--- src/rtl/burst_col_pkg.sv ---
package burst_col_pkg;

    // Burst length codes presented on blen_i
    typedef enum logic [2:0] {
        BLC_1    = 3'b000,
        BLC_2    = 3'b001,
        BLC_4    = 3'b010,
        BLC_8    = 3'b011,
        BLC_FULL = 3'b111
    } blen_code_e;

    typedef enum logic {
        ORD_SEQ   = 1'b0,
        ORD_INTLV = 1'b1
    } order_e;

    // Decoded request
    typedef struct packed {
        logic       accept;     // a burst will run
        logic       full_page;  // open-ended row walk
        order_e     order;      // effective ordering
        logic       flag_err;   // reserved code or unsupported combination
        logic [1:0] len_log2;   // log2 of fixed burst length
    } burst_cfg_t;

    function automatic burst_cfg_t decode_request(input logic [2:0] code, input logic intlv);
        burst_cfg_t c;
        c.accept    = 1'b1;
        c.full_page = 1'b0;
        c.order     = intlv ? ORD_INTLV : ORD_SEQ;
        c.flag_err  = 1'b0;
        c.len_log2  = 2'd0;
        case (blen_code_e'(code))
            BLC_1:    begin c.len_log2 = 2'd0; c.order = ORD_SEQ; end
            BLC_2:    c.len_log2 = 2'd1;
            BLC_4:    c.len_log2 = 2'd2;
            BLC_8:    c.len_log2 = 2'd3;
            BLC_FULL: begin
                c.full_page = 1'b1;
                c.flag_err  = intlv;
                c.order     = ORD_SEQ;
            end
            default:  begin
                c.accept   = 1'b0;
                c.flag_err = 1'b1;
                c.order    = ORD_SEQ;
            end
        endcase
        return c;
    endfunction

endpackage

--- src/rtl/burst_cfg_decode.sv ---
module burst_cfg_decode
    import burst_col_pkg::*;
#(
    parameter int COL_W = 9
) (
    input  logic [2:0]       blen_i,
    input  logic             intlv_i,
    output logic             accept_o,
    output logic             full_o,
    output logic             intlv_o,
    output logic             err_o,
    output logic [COL_W-1:0] mask_o
);
    localparam int FIX_BITS = 3;   // widest fixed block is 8 columns

    burst_cfg_t cfg;

    always_comb cfg = decode_request(blen_i, intlv_i);

    assign accept_o = cfg.accept;
    assign full_o   = cfg.full_page;
    assign intlv_o  = (cfg.order == ORD_INTLV);
    assign err_o    = cfg.flag_err;

    // Offset mask: low bits that move inside the block
    for (genvar g = 0; g < COL_W; g++) begin : g_mask
        if (g < FIX_BITS) begin : g_low
            assign mask_o[g] = cfg.full_page | (int'(cfg.len_log2) > g);
        end else begin : g_high
            assign mask_o[g] = cfg.full_page;
        end
    end

endmodule

--- src/rtl/burst_beat_ctrl.sv ---
module burst_beat_ctrl #(
    parameter int COL_W = 9
) (
    input  logic             clk,
    input  logic             rst,
    input  logic             load_i,
    input  logic             reject_i,
    input  logic             stop_i,
    input  logic             full_i,
    input  logic [COL_W-1:0] mask_i,
    output logic             valid_o,
    output logic             last_o,
    output logic [COL_W-1:0] beat_o
);
    logic             valid_r;
    logic             full_r;
    logic [COL_W-1:0] mask_r;
    logic [COL_W-1:0] beat_r;

    assign last_o  = valid_r & ~full_r & (beat_r == mask_r);
    assign valid_o = valid_r;
    assign beat_o  = beat_r;

    always_ff @(posedge clk) begin
        if (rst) begin
            valid_r <= 1'b0;
            full_r  <= 1'b0;
            mask_r  <= '0;
            beat_r  <= '0;
        end else if (load_i) begin
            valid_r <= 1'b1;
            full_r  <= full_i;
            mask_r  <= mask_i;
            beat_r  <= '0;
        end else if (reject_i) begin
            valid_r <= 1'b0;
        end else if (valid_r) begin
            if (stop_i || last_o) begin
                valid_r <= 1'b0;
            end else begin
                beat_r <= beat_r + COL_W'(1);
            end
        end
    end

    AST_LAST_NEEDS_VALID: assert property (@(posedge clk) disable iff (rst)
        last_o |-> valid_o);
    AST_LOAD_OPENS: assert property (@(posedge clk) disable iff (rst)
        load_i |=> (valid_o && beat_o == '0));
    AST_STOP_CLOSES: assert property (@(posedge clk) disable iff (rst)
        (valid_o && stop_i && !load_i) |=> !valid_o);
    AST_LAST_CLOSES: assert property (@(posedge clk) disable iff (rst)
        (last_o && !load_i) |=> !valid_o);
    AST_REJECT_IDLE: assert property (@(posedge clk) disable iff (rst)
        (reject_i && !load_i) |=> !valid_o);
    AST_BEAT_STEP: assert property (@(posedge clk) disable iff (rst)
        (valid_o && !last_o && !stop_i && !load_i && !reject_i)
            |=> (valid_o && beat_o == COL_W'($past(beat_o) + COL_W'(1))));

endmodule

--- src/rtl/burst_addr_map.sv ---
module burst_addr_map #(
    parameter int COL_W = 9
) (
    input  logic             clk,
    input  logic             rst,
    input  logic             load_i,
    input  logic [COL_W-1:0] start_col_i,
    input  logic [COL_W-1:0] mask_i,
    input  logic             intlv_i,
    input  logic             valid_i,
    input  logic [COL_W-1:0] beat_i,
    output logic [COL_W-1:0] col_o
);
    logic [COL_W-1:0] start_r;
    logic [COL_W-1:0] mask_r;
    logic             intlv_r;
    logic [COL_W-1:0] seq_off;
    logic [COL_W-1:0] xor_off;
    logic [COL_W-1:0] offset;

    always_ff @(posedge clk) begin
        if (rst) begin
            start_r <= '0;
            mask_r  <= '0;
            intlv_r <= 1'b0;
        end else if (load_i) begin
            start_r <= start_col_i;
            mask_r  <= mask_i;
            intlv_r <= intlv_i;
        end
    end

    always_comb begin
        seq_off = start_r + beat_i;
        xor_off = start_r ^ beat_i;
        offset  = intlv_r ? xor_off : seq_off;
        col_o   = (start_r & ~mask_r) | (offset & mask_r);
    end

    AST_FIRST_IS_START: assert property (@(posedge clk) disable iff (rst)
        load_i |=> (col_o == $past(start_col_i)));
    AST_BLOCK_HELD: assert property (@(posedge clk) disable iff (rst)
        (valid_i && !load_i) |=> (!valid_i ||
            ((col_o & ~mask_r) == ($past(col_o) & ~mask_r))));

endmodule

--- src/rtl/burst_col_gen.sv ---
module burst_col_gen #(
    parameter int COL_W = 9
) (
    input  logic             clk,
    input  logic             rst,
    input  logic             start_i,
    input  logic [COL_W-1:0] start_col_i,
    input  logic [2:0]       blen_i,
    input  logic             intlv_i,
    input  logic             stop_i,
    output logic [COL_W-1:0] col_o,
    output logic             valid_o,
    output logic             last_o,
    output logic             err_o
);
    logic             dec_accept;
    logic             dec_full;
    logic             dec_intlv;
    logic             dec_err;
    logic [COL_W-1:0] dec_mask;
    logic             load;
    logic             reject;
    logic             err_r;
    logic [COL_W-1:0] beat;

    burst_cfg_decode #(.COL_W(COL_W)) i_decode (
        .blen_i   (blen_i),
        .intlv_i  (intlv_i),
        .accept_o (dec_accept),
        .full_o   (dec_full),
        .intlv_o  (dec_intlv),
        .err_o    (dec_err),
        .mask_o   (dec_mask)
    );

    assign load   = start_i &  dec_accept;
    assign reject = start_i & ~dec_accept;

    always_ff @(posedge clk) begin
        if (rst) err_r <= 1'b0;
        else     err_r <= start_i & dec_err;
    end
    assign err_o = err_r;

    burst_beat_ctrl #(.COL_W(COL_W)) i_beat (
        .clk      (clk),
        .rst      (rst),
        .load_i   (load),
        .reject_i (reject),
        .stop_i   (stop_i),
        .full_i   (dec_full),
        .mask_i   (dec_mask),
        .valid_o  (valid_o),
        .last_o   (last_o),
        .beat_o   (beat)
    );

    burst_addr_map #(.COL_W(COL_W)) i_addr (
        .clk         (clk),
        .rst         (rst),
        .load_i      (load),
        .start_col_i (start_col_i),
        .mask_i      (dec_mask),
        .intlv_i     (dec_intlv),
        .valid_i     (valid_o),
        .beat_i      (beat),
        .col_o       (col_o)
    );

    AST_ERR_FROM_START: assert property (@(posedge clk) disable iff (rst)
        err_o |-> $past(start_i));
    AST_ERR_SINGLE: assert property (@(posedge clk) disable iff (rst)
        (err_o && !$past(start_i, 1)) |-> 1'b0);

endmodule

--- config.mk ---
export PLATFORM = sky130hd
export DESIGN_NAME = burst_col_gen
export DESIGN_NICKNAME = d
export VERILOG_FILES = /design/src/rtl/burst_col_pkg.sv /design/src/rtl/burst_cfg_decode.sv /design/src/rtl/burst_beat_ctrl.sv /design/src/rtl/burst_addr_map.sv /design/src/rtl/burst_col_gen.sv
export SDC_FILE = /design/constraint.sdc
export NUM_CORES = 1
export LEC_CHECK = 0
export BUFFER_PORTS_ARGS = -buffer_cell sky130_fd_sc_hd__buf_2
export CAP_MARGIN = 20
export CORE_MARGIN = 3
export CORE_UTILIZATION = 55
export DETAILED_ROUTE_END_ITERATION = 7
export PLACE_DENSITY = 0.79
export REMOVE_ABC_BUFFERS = 1
export SLEW_MARGIN = 25
export SYNTH_ARGS = -nofsm -noshare
export SYNTH_HDL_FRONTEND = slang
export SYNTH_SLANG_ARGS = --single-unit
--- constraint.sdc ---
create_clock -name clk -period 3.6 [get_ports clk]
set_input_delay 0.54 -clock clk [delete_from_list [all_inputs] [get_ports clk]]
set_output_delay 0.54 -clock clk [all_outputs]
set_load 0.05 [all_outputs]
### Word level (Yosys, flattened, before mapping)

Index checks and enable logic that the tools add are counted.

* register bits: 26
* latch bits: 0
* memory bits (writable): 0
* ROM bits: 0
* input bits: 17
* output and inout port bits: 12
* logic and storage cells: 52
* memories kept: 0

* add/sub/neg operators: 2
* $mul: 0
* divide/modulo/power cells: 0
* order comparisons: 3
* eq/ne operators: 5
* shifts and indexed selects: 0
* multiplexer cells: 11
* bitwise gates (word level): 17
* reduce and logical (&&, ||, !) cells: 7

Operator list (count)
* $and A9 B9 Y9: 2
* $add A9 B1 Y9 const B: 1
* $add A9 B9 Y9: 1
* $eq A9 B9 Y1: 1
* $mux W9: 1
* $not A9 Y9: 1
* $or A9 B9 Y9: 1
* $xor A9 B9 Y9: 1
* $mux W1: 8
* $eq A3 B2 Y1 const B: 2
* $pmux W2 S3: 1
* $and A1 B1 Y1: 5
* $reduce_or A5 Y1: 1
* $gt A2 B1 Y1 const B: 2
* $not A1 Y1: 4
* $reduce_or A4 Y1: 1
* $eq A3 B1 Y1 const B: 1
* $eq A3 B3 Y1 const B: 1
* $logic_not A3 Y1: 1
* $or A1 B1 Y1: 3
* $reduce_and A3 Y1: 1
* $reduce_or A3 Y1: 1
* $gt A2 B2 Y1 const B: 1
* $pmux W1 S2: 1
* 2 further kinds: 2

### Longest topological paths before layout

* depth after elaboration: 8
* depth in mapped cells: 8
* gate-level depth less buffers: 8

### Modules after synthesis

From an unflattened synthesis, not the netlist that was laid out.

* cells, all modules: 265
* area total of the unflattened synthesis: 2368.5 µm²

By module, submodules not included
* burst_addr_map: instances 1, cells each 139, area an instance 1222.4 µm², sequential area each 380.4 µm²
* burst_beat_ctrl: instances 1, cells each 107, area an instance 1001.0 µm², sequential area each 400.4 µm²
* burst_cfg_decode: instances 1, cells each 15, area an instance 100.1 µm², sequential area each 0.0 µm²
* burst_col_gen: instances 1, cells each 4, area an instance 45.0 µm², sequential area each 20.0 µm²

### Worst setup path before layout

No wires, ideal clock.

* path kind: reg-to-output
* start: reg i_beat.beat_r[0] (netlist: i_beat.beat_o[0])
* end: out col_o[8]
* data arrival time: 2628 ps
* required time: 3060 ps
* slack: 432 ps
* cell stages (with the launch flop): 9
* path buffers: 0
* cells stage by stage: dfxtp_1 ha_1 inv_1 fa_1 nand2b_1 a211oi_1 a211o_1 mux2i_1 xor2_1

* cells in the longest elaborated chain, start to end: 4

RTL lines
* start: declaration: line burst_beat_ctrl.sv:18 `logic [COL_W-1:0] beat_r;`
* start signal: assignment: line burst_beat_ctrl.sv:41 `beat_r <= beat_r + COL_W'(1);`
* $add A9 B9 Y9: line burst_addr_map.sv:34 `seq_off = start_r + beat_i;`
* $mux W9: line burst_addr_map.sv:36 `offset = intlv_r ? xor_off : seq_off;`
* $and A9 B9 Y9: line burst_addr_map.sv:37 `col_o = (start_r & ~mask_r) | (offset & mask_r);`
* $or A9 B9 Y9: line burst_addr_map.sv:37
* end: declaration: line burst_col_gen.sv:11 `output logic [COL_W-1:0] col_o,`

No other way between the ends.

### Worst setup path in the final report

Ends and elaborated chain as after synthesis.

==> results_dict.tcl <==
set metrics [dict create \
    p_leak_nw 0.776 \
    die-area_sq_um 3500 \
    final_cells 243 \
    worstPathRequired_ns 3.06 \
    avgSynthCellArea_sq_um 8.27 \
    ys.flop_type "dfxtp_1" \
    n_antenna_cell 0 \
    timing.fmax_mhz 298 \
    syn_area_sq_um 1560 \
    yosysMostFrequentCell "nor2_1" \
    vias_per_cell 5.74 \
    synth_warnings 0 \
    wirelength_um 3310 \
    ctsResizeCount 0 \
    clockBufferDepth 2 \
    grt_max_degree 18 \
    overflow 0 \
    hpwl_um 2620 \
    synth_edf_count 0 \
    area_growth_pct 11.6 \
    drc 0 \
    die_w_um 59.2 \
    insertion_delay_ns 0.33 \
    io_buffers 28 \
    internal_power_uw 369 \
    grt_pass1_wl_um 5560 \
    cts_setup_buffers 0 \
    cp.buffers_inverters 2 \
    first_global_vias 1323 \
    layout-drive-gt1-share 0.178 \
    synth_top_cell_area_share 0.322 \
    synth_cell_types 39 \
    combPwrFrac 0.217 \
    powerDensity_nw_per_um2 318 \
    cts-root-buf "clkbuf_4" \
    final_net_count 241 \
    clock_sinks 25 \
    drt_iter0_drc 53 \
    crit_chain "ha_1 -> inv_1 -> fa_1 -> nand2b_1 -> a211oi_1 -> a211o_1 -> mux2i_1 -> xor2_1 -> buf_2" \
    grtUsageTotal 0.207 \
    crit_type "reg -> out" \
    finClkSkew_ns 0.00189 \
    rows 18 \
    cp_data_arrival_time_ns 2.82 \
    cts_buffers 3 \
    pin_count 29 \
    outcome "finished, final reports clean" \
    die_h_um 59.2 \
    cts_tree "done" \
    place.gp.congestion 0.866 \
    period_minus_slack_ns 3.36 \
    htreeDepth 1 \
    fin_setup_tns_ns 0 \
    tightest_slew_ns 0.582 \
    worstSetupStartpointType "flip-flop" \
    ys_seq_area_frac 0.322 \
    ir_drop_mv 0.261 \
    synth.area.top_cells "dfxtp_1, ha_1, nor2_1, mux2i_1, xnor2_1" \
    floorplan.initialDensity 0.600 \
    slew_violations 0 \
    synth-seq-cells 25 \
    max_slew_margin 0.611 \
    period_share 0.932 \
    syn_inst 188 \
    dp.cells 239 \
    switching_share 0.332 \
    p_seq_frac 0.539 \
    end_kind "primary output" \
    hold_violations 0 \
    firstDrtPassIters 4 \
    final_antenna_net_count 0 \
    via_count 1396 \
    p_sw_uw 184 \
    routedWlPerCell_um 13.6 \
    rsz0062_at_grt "false" \
    p_clk_frac 0.244 \
    crit_family "compound AO/OA/AOI/OAI gates" \
    synth_top_area_cell "dfxtp_1" \
    grt_antenna_before_repair 0 \
    cp_slowest_cell "dfxtp_1" \
    cap_violations 0 \
    coreArea_sq_um 2590 \
    cts_hold_buffers 0 \
    cp_max_fo 5 \
    path_clk_slew_ns 0.15 \
    slowest_delay_ns 0.46 \
    setup_viol 0 \
    hold_class "in -> reg" \
    async_reset_ff_frac 0 \
    yosys-top-cells-count "nor2_1, dfxtp_1, a21oi_1, nand2_1, mux2i_1" \
]
## layout by cell type (no fill, tap or decap), drive strengths merged, types with 2 or more instances in the layout
cell type	instances
o21ai	10
xor2	4
nand3	3
a21oi	17
clkbuf	3
inv	10
mux2	2
nor2	30
a31oi	2
a21o	2
nand4	2
xnor2	10
or3	4
nor4bb	2
nor4	2
nand2b	3
dfxtp	25
nor3	2
mux2i	11
ha	9
o211ai	3
o2111ai	3
buf	28
nand2	13
## worst paths after layout
kind	slack [ns]	startpoint	cells past startpoint	to
worst max-delay path	0.24	i_beat.beat_o[0]$_SDFFE_PP0P_	9	col_o[8]
worst min-delay path	0.43	start_col_i[6]	3	i_addr.start_r[6]$_SDFFE_PP0P_
worst max register to register	1.77	i_addr.mask_r[3]$_SDFFE_PP0P_	5	i_beat.beat_o[1]$_SDFFE_PP0P_
worst min register to register	0.53	i_addr.mask_r[1]$_SDFFE_PP0P_	2	i_addr.mask_r[1]$_SDFFE_PP0P_
## metrics by stage
stage | hold WS [ns] | util | area (sq um) | power [mW] | setup slack, ns
after floorplan | 0.466 | - | 1530 | 0.388 | 0.432
after global placement | 0.494 | 0.658 | 1710 | 0.421 | 0.707
after detailed placement | 0.506 | 0.658 | 1710 | 0.424 | 0.618
after CTS | 0.421 | 0.670 | 1740 | 0.557 | 0.229
after global routing | 0.402 | 0.670 | 1740 | 0.583 | 0.0352
final | 0.427 | 0.670 | 1740 | 0.552 | 0.245
## state kept, by name, summed over array words and instances, names as in the netlist
name / flops
err_o: 1
i_addr.intlv_r: 1
i_addr.mask_r: 4
i_addr.start_r: 9
i_beat.beat_o: 9
i_beat.valid_o: 1
## cell families after synthesis
| kind of cell | count (synthesis) | synth area share |
|---|---|---|
| buffers and inverters | 17 | 0.0418 |
| AND/OR/NAND/NOR | 65 | 0.197 |
| AO/OA/AOI/OAI | 44 | 0.190 |
| adder cells (fa/ha/maj) | 10 | 0.0853 |
| multiplexers | 13 | 0.0853 |
| XOR/XNOR | 14 | 0.0788 |
| flip-flops | 25 | 0.322 |
## layer usage
metal | vias up | routed length (um) | global-route usage
met5 | - | 0 | 0
met4 | 0 | 59 | 0.0906
met3 | 7 | 178 | 0.0283
met2 | 35 | 1590 | 0.344
met1 | 637 | 1480 | 0.266
li1 | 717 | - | -
## power by group through the flow
stage          registers (mW)  logic, mW  clock network [mW]
3_3_place_gp            0.304      0.117                   0
5_1_grt                 0.300      0.131               0.152
6_report                0.298      0.120               0.135
3_5_place_dp            0.304      0.120                   0
4_1_cts                 0.298      0.120               0.138
2_1_floorplan           0.305     0.0830                   0
## worst min-delay path, cell delays in order
cell and delay [ns]:
buf_2 0.07, mux2i_1 0.05, nor2_1 0.07
## layout make-up
cell class | instances | area (sq um)
clock buffers | 3 | 22.5
clock inverters | 1 | 7.51
fillers | 229 | 855
inverters | 10 | 37.5
multi-input cells | 146 | 990
flip-flops and latches | 25 | 500
well taps | 30 | 37.5
repair buffers | 28 | 140
Power figures use the tool's default switching activity.
